===== src/rtl/madb_pkg.sv =====
package madb_pkg;

  typedef enum logic [1:0] {
    ORD_LITTLE = 2'b00,
    ORD_BIG    = 2'b01,
    ORD_MIXED  = 2'b10,
    ORD_RSVD   = 2'b11
  } order_e;

  // maps between transfer stream and dword; each case is its own inverse
  function automatic logic [31:0] reorder(input logic [31:0] d, input order_e o);
    case (o)
      ORD_BIG:   reorder = {d[7:0], d[15:8], d[23:16], d[31:24]};
      ORD_MIXED: reorder = {d[15:0], d[31:16]};
      default:   reorder = d;
    endcase
  endfunction

endpackage


===== src/rtl/madb_addr_latch.sv =====
module madb_addr_latch #(
  parameter int ADDR_W = 12
) (
  input  logic              clk_i,
  input  logic              rst_ni,
  input  logic              dual_i,
  input  logic              ale_lo_i,
  input  logic              ale_hi_i,
  input  logic [15:0]       ad_i,
  output logic              ale_o,
  output logic [ADDR_W-1:0] addr_o
);
  localparam int HALF = ADDR_W / 2;
  localparam int UPPER = ADDR_W - HALF;

  logic [ADDR_W-1:0] addr_q;

  always_ff @(posedge clk_i or negedge rst_ni) begin
    if (!rst_ni) begin
      addr_q <= '0;
    end else if (!dual_i) begin
      if (ale_lo_i) addr_q <= ad_i[ADDR_W-1:0];
    end else begin
      if (ale_lo_i) addr_q[HALF-1:0] <= ad_i[HALF-1:0];
      if (ale_hi_i) addr_q[ADDR_W-1:HALF] <= ad_i[UPPER-1:0];
    end
  end

  assign ale_o  = ale_lo_i | (dual_i & ale_hi_i);
  assign addr_o = addr_q;
endmodule


===== src/rtl/madb_lane_seq.sv =====
module madb_lane_seq #(
  parameter int ADDR_W    = 12,
  parameter int FIFO_BASE = 16,
  parameter int FIFO_NUM  = 4
) (
  input  logic              clk_i,
  input  logic              rst_ni,
  input  logic              wide_i,
  input  logic              ale_i,
  input  logic              rd_i,
  input  logic              wr_i,
  input  logic [ADDR_W-1:0] addr_i,
  output logic [1:0]        cnt_o,
  output logic              rd_ok_o,
  output logic              wr_ok_o,
  output logic              req_o,
  output logic              we_o
);
  logic [1:0] cnt_q;
  logic       armed_q;
  logic       dir_wr_q;
  logic [ADDR_W-1:0] fifo_off;
  logic       in_fifo;
  logic       last;
  logic       dir_ok;

  assign fifo_off = addr_i - ADDR_W'(FIFO_BASE);
  assign in_fifo  = fifo_off < ADDR_W'(FIFO_NUM);
  assign last     = wide_i ? (cnt_q == 2'd1) : (cnt_q == 2'd3);
  assign dir_ok   = (cnt_q == 2'd0) | (dir_wr_q == wr_i);

  assign rd_ok_o = armed_q & ~ale_i & rd_i & ~wr_i & dir_ok;
  assign wr_ok_o = armed_q & ~ale_i & wr_i & ~rd_i & dir_ok;
  assign we_o    = wr_ok_o & last;
  assign req_o   = we_o | (rd_ok_o & (cnt_q == 2'd0));
  assign cnt_o   = cnt_q;

  always_ff @(posedge clk_i or negedge rst_ni) begin
    if (!rst_ni) begin
      cnt_q    <= '0;
      armed_q  <= 1'b0;
      dir_wr_q <= 1'b0;
    end else if (ale_i) begin
      cnt_q   <= '0;
      armed_q <= 1'b1;
    end else if (rd_ok_o | wr_ok_o) begin
      dir_wr_q <= wr_ok_o;
      if (last) begin
        cnt_q   <= '0;
        armed_q <= in_fifo;
      end else begin
        cnt_q <= cnt_q + 2'd1;
      end
    end
  end
endmodule


===== src/rtl/madb_pack.sv =====
module madb_pack
  import madb_pkg::*;
(
  input  logic        clk_i,
  input  logic        rst_ni,
  input  logic        wide_i,
  input  logic [1:0]  order_i,
  input  logic [1:0]  cnt_i,
  input  logic        rd_ok_i,
  input  logic        wr_ok_i,
  input  logic [15:0] ad_i,
  input  logic [31:0] rdata_i,
  output logic [15:0] ad_o,
  output logic [31:0] wdata_o
);
  order_e      ord;
  logic [23:0] wbuf_q;
  logic [31:0] rhold_q;
  logic [31:0] rd_src;
  logic [15:0] piece;
  logic [4:0]  bsel;
  logic [4:0]  hsel;

  assign ord    = order_e'(order_i);
  assign rd_src = (cnt_i == 2'd0) ? reorder(rdata_i, ord) : rhold_q;
  assign bsel   = {cnt_i, 3'b000};
  assign hsel   = {cnt_i[0], 4'b0000};
  assign piece  = wide_i ? rd_src[hsel +: 16] : {8'h00, rd_src[bsel +: 8]};

  assign wdata_o = reorder(wide_i ? {ad_i, wbuf_q[15:0]} : {ad_i[7:0], wbuf_q}, ord);

  always_ff @(posedge clk_i or negedge rst_ni) begin
    if (!rst_ni) begin
      wbuf_q  <= '0;
      rhold_q <= '0;
      ad_o    <= '0;
    end else begin
      if (wr_ok_i) begin
        if (wide_i) begin
          if (cnt_i == 2'd0) wbuf_q[15:0] <= ad_i;
        end else if (cnt_i != 2'd3) begin
          wbuf_q[bsel +: 8] <= ad_i[7:0];
        end
      end
      if (rd_ok_i) begin
        if (cnt_i == 2'd0) rhold_q <= rd_src;
        ad_o <= piece;
      end
    end
  end
endmodule


===== src/rtl/madb_slave.sv =====
module madb_slave #(
  parameter int ADDR_W    = 12,
  parameter int FIFO_BASE = 16,
  parameter int FIFO_NUM  = 4
) (
  input  logic              clk_i,
  input  logic              rst_ni,
  input  logic              wide_i,
  input  logic              dual_i,
  input  logic [1:0]        order_i,
  input  logic              ale_lo_i,
  input  logic              ale_hi_i,
  input  logic              rd_i,
  input  logic              wr_i,
  input  logic [15:0]       ad_i,
  output logic [15:0]       ad_o,
  output logic              acc_req_o,
  output logic              acc_we_o,
  output logic [ADDR_W-1:0] acc_addr_o,
  output logic [31:0]       acc_wdata_o,
  input  logic [31:0]       acc_rdata_i
);
  logic       ale;
  logic [1:0] cnt;
  logic       rd_ok;
  logic       wr_ok;

  madb_addr_latch #(.ADDR_W(ADDR_W)) u_addr (
    .clk_i(clk_i), .rst_ni(rst_ni), .dual_i(dual_i),
    .ale_lo_i(ale_lo_i), .ale_hi_i(ale_hi_i), .ad_i(ad_i),
    .ale_o(ale), .addr_o(acc_addr_o)
  );

  madb_lane_seq #(.ADDR_W(ADDR_W), .FIFO_BASE(FIFO_BASE), .FIFO_NUM(FIFO_NUM)) u_seq (
    .clk_i(clk_i), .rst_ni(rst_ni), .wide_i(wide_i), .ale_i(ale),
    .rd_i(rd_i), .wr_i(wr_i), .addr_i(acc_addr_o), .cnt_o(cnt),
    .rd_ok_o(rd_ok), .wr_ok_o(wr_ok), .req_o(acc_req_o), .we_o(acc_we_o)
  );

  madb_pack u_pack (
    .clk_i(clk_i), .rst_ni(rst_ni), .wide_i(wide_i), .order_i(order_i),
    .cnt_i(cnt), .rd_ok_i(rd_ok), .wr_ok_i(wr_ok), .ad_i(ad_i),
    .rdata_i(acc_rdata_i), .ad_o(ad_o), .wdata_o(acc_wdata_o)
  );
endmodule


===== config.mk =====
export PLATFORM = sky130hd
export DESIGN_NAME = madb_slave
export DESIGN_NICKNAME = d
export VERILOG_FILES = /design/src/rtl/madb_pkg.sv /design/src/rtl/madb_addr_latch.sv /design/src/rtl/madb_lane_seq.sv /design/src/rtl/madb_pack.sv /design/src/rtl/madb_slave.sv
export SDC_FILE = /design/constraint.sdc
export NUM_CORES = 1
export LEC_CHECK = 0
export BUFFER_PORTS_ARGS = -buffer_cell sky130_fd_sc_hd__clkbuf_2
export CORE_MARGIN = 5
export CORE_UTILIZATION = 55
export CTS_CLUSTER_SIZE = 25
export DETAILED_ROUTE_END_ITERATION = 6
export GPL_ROUTABILITY_DRIVEN = 1
export PLACE_DENSITY = 0.8
export SLEW_MARGIN = 5
export SYNTH_ARGS = -nofsm -noshare
export SYNTH_HDL_FRONTEND = slang
export SYNTH_SLANG_ARGS = --single-unit

===== constraint.sdc =====
create_clock -name clk_i -period 4.2 [get_ports clk_i]
set_input_delay 0.84 -clock clk_i [delete_from_list [all_inputs] [get_ports clk_i]]
set_output_delay 0.84 -clock clk_i [all_outputs]
set_load 0.01 [all_outputs]

# [Word-level counts from Yosys, hierarchy flattened]
# Cells that the tools add are included.
[totals] reg_bits=88 input_bits=58 out_inout_bits=62 wordCells=74
[op_classes] n_addsub=3 n_lt_le_gt_ge=1 eq_ne=8 shifts=4 mux=20 n_bitwise=18 reduce_logical=11
[op_table] op="32-bit case mux with 2 select lines" n=2
[op_table] op="16-bit two-way mux" n=4
[op_table] op="32-bit two-way mux" n=2
[op_table] op="32-bit by 6-bit variable part select with 16-bit output" n=1
[op_table] op="32-bit by 6-bit variable part select with 8-bit output" n=1
[op_table] op="24-bit bitwise mux" n=1
[op_table] op="12-bit two-way mux" n=2
[op_table] op="8-bit by 7-bit variable shift with 24-bit output, first input constant" n=1
[op_table] op="8-bit by 7-bit variable part select with 24-bit output" n=1
[op_table] op="12-bit by 3-bit less-than comparator with 1-bit output, second input constant" n=1
[op_table] op="6-bit two-way mux" n=2
[op_table] op="12-bit by 5-bit subtractor with 12-bit output, second input constant" n=1
[op_table] op="1-bit bitwise AND" n=10
[op_table] op="2-bit AND reduction" n=4
[op_table] op="2-bit nonzero test" n=4
[op_table] op="5-bit negator with 7-bit output" n=1
[op_table] op="2-bit two-way mux" n=3
[op_table] op="3-bit AND reduction" n=2
[op_table] op="2-bit by 1-bit equality test with 1-bit output, second input constant" n=2
[op_table] op="2-bit equality test, second input constant" n=2
[op_table] op="1-bit two-way mux" n=4
[op_table] op="2-bit by 1-bit inequality test with 1-bit output, second input constant" n=2
[op_table] op="1-bit NOT" n=4
[op_table] op="1-bit bitwise OR" n=4
[op_table] op="other kinds (4)" n=4

# [Longest topological paths before layout]
[logic_depth] ltp_word=10 depth_mapped=12 depth_no_buf=7

# [Cells and area by module]
# From an unflattened synthesis, not the netlist that was laid out.
[hier_totals] cells_unflattened=659 hier_area_um2=6092.1
[modules_own_cells] module="madb_pack" n_inst=1 cells_per_inst=587 area_each_um2=5207.5 seq_area_each_um2=1801.7
[modules_own_cells] module="madb_addr_latch" n_inst=1 cells_per_inst=40 area_each_um2=578.1 seq_area_each_um2=300.3
[modules_own_cells] module="madb_lane_seq" n_inst=1 cells_per_inst=32 area_each_um2=306.5 seq_area_each_um2=100.1

# [Worst setup path before layout]
# OpenSTA, ideal clock, no wires.
[synth_timing] kind="reg-to-output" from="reg u_seq.cnt_q[0] (netlist: u_seq.cnt_o[0])" to="out acc_req_o" t_arrival_ns=2.230 t_required_ns=3.360 path_slack_ns=1.130 stages_incl_launch_ff=11 path_buffers=6 path_cell_list="dfrtp_1 > clkbuf_1 > clkinv_1 > clkbuf_1 > ha_1 > buf_2 > buf_2 > nand4_1 > buf_2 > buf_2 > o21ai_0"
[synth_between] elab_chain_cells=5 word_cells_on_any_way=10 classes_between="2 x eq/ne; 1 x mux; 6 x bitwise; 1 x reduce/logical"
[synth_lines] element="from (decl)" line="madb_lane_seq.sv:19" text="logic [1:0] cnt_q;"
[synth_lines] element="from (signal assigned)" line="madb_lane_seq.sv:52" text="cnt_q <= cnt_q + 2'd1;"
[synth_lines] element="2-bit zero test" line="madb_lane_seq.sv:30, madb_lane_seq.sv:35"
[synth_lines] element="1-bit bitwise OR" line="madb_lane_seq.sv:30" text="assign dir_ok = (cnt_q == 2'd0) | (dir_wr_q == wr_i);"
[synth_lines] element="1-bit bitwise AND, on equally long branches" line="madb_lane_seq.sv:33, madb_lane_seq.sv:32"
[synth_lines] element="1-bit bitwise AND, on equally long branches" line="madb_lane_seq.sv:34, madb_lane_seq.sv:35"
[synth_lines] element="1-bit bitwise OR (*)" line="madb_lane_seq.sv:35" text="assign req_o = we_o | (rd_ok_o & (cnt_q == 2'd0));"
[synth_lines] element="to (decl)" line="madb_slave.sv:17" text="output logic acc_req_o,"
# Mark *: on every way between the ends. The rest lies on a longest branch, timed or not.

# [Worst setup path after layout]
# Same ends and word-level chain as after synthesis.

==> impl_metrics.toml <==
[power]
switching_share_pct = 36.7
intPower_mw = 1.82
power_frac_clock_pct = 22.5
powerDensity_mw_per_mm2 = 422
p_leak_nw = 2.98
p_comb_share_pct = 34.6
peakVddDrop_mv = 0.300
p_switching_mw = 1.05
seq_power_share_pct = 42.8

[routing]
vias_per_cell = 6.48
wire_per_inst_um = 19.5
drt-pass1-iter-count = 7
num_vias = 6054
routed_wl_mm = 18.2
drtIter0Drc = 596
drtAntennaViolNets = 0
drc = 10

[cts]
numCtsBuffers = 9
cts_sinks = 88
root_buffer = "clkbuf_8"
cts_hold_buf = 0
h-tree-depth = 3
post_cts_buffers = 0
cts-resized-gates = 0
clk-insertion-delay-late_ps = 380
clkTransAtPathRegs_ps = 90
clock_path_buffers = 2
tritoncts = "yes"

[die]
die_w_um = 115
start_util_pct = 55.9
ios = 120
fp.dieArea_mm2 = 0.0132
die_y_um = 115
coreArea_mm2 = 0.0108
rows = 38

[critical_path]
cp-start-kind = "flop"
crit_type = "reg -> out"
critPathArrivalTime_ps = 2530
path_max_fanout = 33
critPathCaptureType = "output port"
critPathRequiredTime_ps = 3360

[synthesis]
syn_area_per_cell_um2 = 8.47
synth_common_cells = "93 x nand2_1, 88 x dfrtp_1, 72 x nor2_1"
synth_fa_ha_area_share_pct = 1.24
synth_cell_types = 47
yosysSeqAreaShare_pct = 36.5
synth_compound_area_share_pct = 29.6
synth_xor_area_share_pct = 0.145
syn_nets = 776
synth_top_area_cell = "dfrtp_1"
synth.area.mux_share_pct = 8.26
synth_top_area_share_pct = 36.5
synth_top_family_by_area = "compound AO/OA/AOI/OAI gates"
synth-edff-count = 0
synth-simple-area-share_pct = 18.7
yosys.cell_count.top_type = "nand2_1"
netlist_area_mm2 = 0.00603
synthTopCellsByArea = "dfrtp_1 37%, mux2_2 7.1%, a22oi_1 6.1%, nand2_1 5.8%, o21ai_0 5.1%"
ys_ff_latch = 88
ys_warn_count = 0
synthFlopType = "dfrtp_1"
synthArstFlopShare_pct = 100
synth_cells = 712

[job]
cap_violations = 0

[global_routing]
grt_pass1_wl_mm = 29.2
antenna_found_initial = 0
grt.total_usage_pct = 27.7
gr-total-overflow = 0
grt_max_degree = 104
grt_pass1_vias = 5891

[timing]
worst_pin_slew_ps = 1120
period_needed_ps = 3370
hold_ws_ps = 488
rsz0062_at_grt = "false"
slew_violations = 0
skew_ps = 12.9
slew_headroom_pct = 25.4
timing.fmax_mhz = 297
setup_viol = 0
hold_viol = 0
setup_tns_ps = 0
finalCritPeriodShare_pct = 80.3

[status]
run_status = "finished, violations left"
failed_checks = "DRC"

[placed_design]
gp_congestion = 0.860
dpl.hpwl_mm = 12.4
io_buffers = 119

[min_path]
worstHoldPathType = "reg -> reg"

[final_layout]
antenna_cells = 0
drive_gt1_share_pct = 25.4
nets = 855
area_growth_pct = 12.7
[per-stage QoR]
stage	util (%)	setup WS [ps]	power (mW)	instances	instance area (um2)
after global placement	61.1	951	2.18	920	6590
after floorplan	-	1130	1.86	712	6030
after CTS	63.0	824	2.86	934	6800
final	63.0	829	2.87	934	6800
after global routing	63.0	673	3.05	934	6800
after detailed placement	61.1	880	2.22	920	6590
[power groups by stage]
stage | clock network (mW) | registers, mW | logic [mW]
floorplan | 0 | 1.22 | 0.639
global placement | 0 | 1.23 | 0.954
detailed placement | 0 | 1.24 | 0.982
CTS | 0.650 | 1.22 | 0.988
global route | 0.691 | 1.25 | 1.10
finish | 0.646 | 1.23 | 0.994
[cell usage in the layout (no fill, tap or decap), types with 7 or more instances in the layout]
master / netlist / final
a22oi_1: 49 / 49
nand2_1: 93 / 93
o211ai_1: 8 / 8
o2111ai_1: 9 / 9
buf_4: 1 / 12
a21boi_0: 7 / 7
clkbuf_8: 0 / 10
a221o_1: 14 / 14
o21ai_1: 7 / 7
nor2b_1: 25 / 25
mux2_2: 38 / 38
o31ai_1: 10 / 10
mux2i_1: 7 / 7
clkbuf_2: 1 / 118
o21ba_2: 8 / 8
nand2b_1: 15 / 15
dfrtp_1: 88 / 88
o21ai_0: 62 / 62
a21oi_1: 30 / 30
a221oi_1: 26 / 26
nand3_1: 26 / 26
and2_1: 9 / 9
nor2_1: 72 / 72
[worst max-delay path: stages, from the launching register on]
cell	delay (ps)
dfrtp_1	390
clkinv_1	40
buf_4	310
ha_2	640
o2111ai_4	330
o21ai_0	270
clkbuf_2	170
[path summary, 6_finish.rpt]
check,start,end,slack [ps],depth (start not counted)
min in group asynchronous,rst_ni,u_pack.ad_o[12],660,1
max reg2reg,u_seq.cnt_o[0],u_pack.ad_o[2],950,8
max in group asynchronous,rst_ni,u_pack.wbuf_q[1],2810,1
min reg2reg,u_pack.wbuf_q[17],u_pack.wbuf_q[17],490,2
max,u_seq.cnt_o[0],acc_req_o,830,6
min,u_pack.wbuf_q[17],u_pack.wbuf_q[17],490,2
[layout make-up]
class	instances	area, um2
fill	921	3990
timing repair buffer	130	681
sequential	88	2200
inverter	9	33.8
multi-input combinational	553	3500
clock inverter	4	70.1
tap	140	175
clock buffer	10	138
[logic make-up (layout without fill, tap and decap cells)]
logic type	after synthesis	count (layout)
adder cells (fa/ha/maj)	6	6
AND/OR/NAND/NOR	250	250
buffers and inverters	71	153
flip-flops	88	88
XOR/XNOR	1	1
AO/OA/AOI/OAI	251	251
multiplexers	45	45
[per-layer routing]
metal,wire length [um],global-route usage [%],vias to the layer above
li1,-,-,2777
met3,1370,5.87,43
met2,8650,44.4,282
met1,7710,37.2,2952
met5,0,0,-
met4,456,10.1,0
[state kept, by name (all words and copies together) (netlist names)]
signal	count
u_pack.ad_o	16
u_pack.rhold_q	32
u_seq.dir_wr_q	1
u_pack.wbuf_q	24
u_seq.cnt_o	2
u_seq.armed_q	1
u_addr.addr_o	12
(Power assumes the default switching activity.)
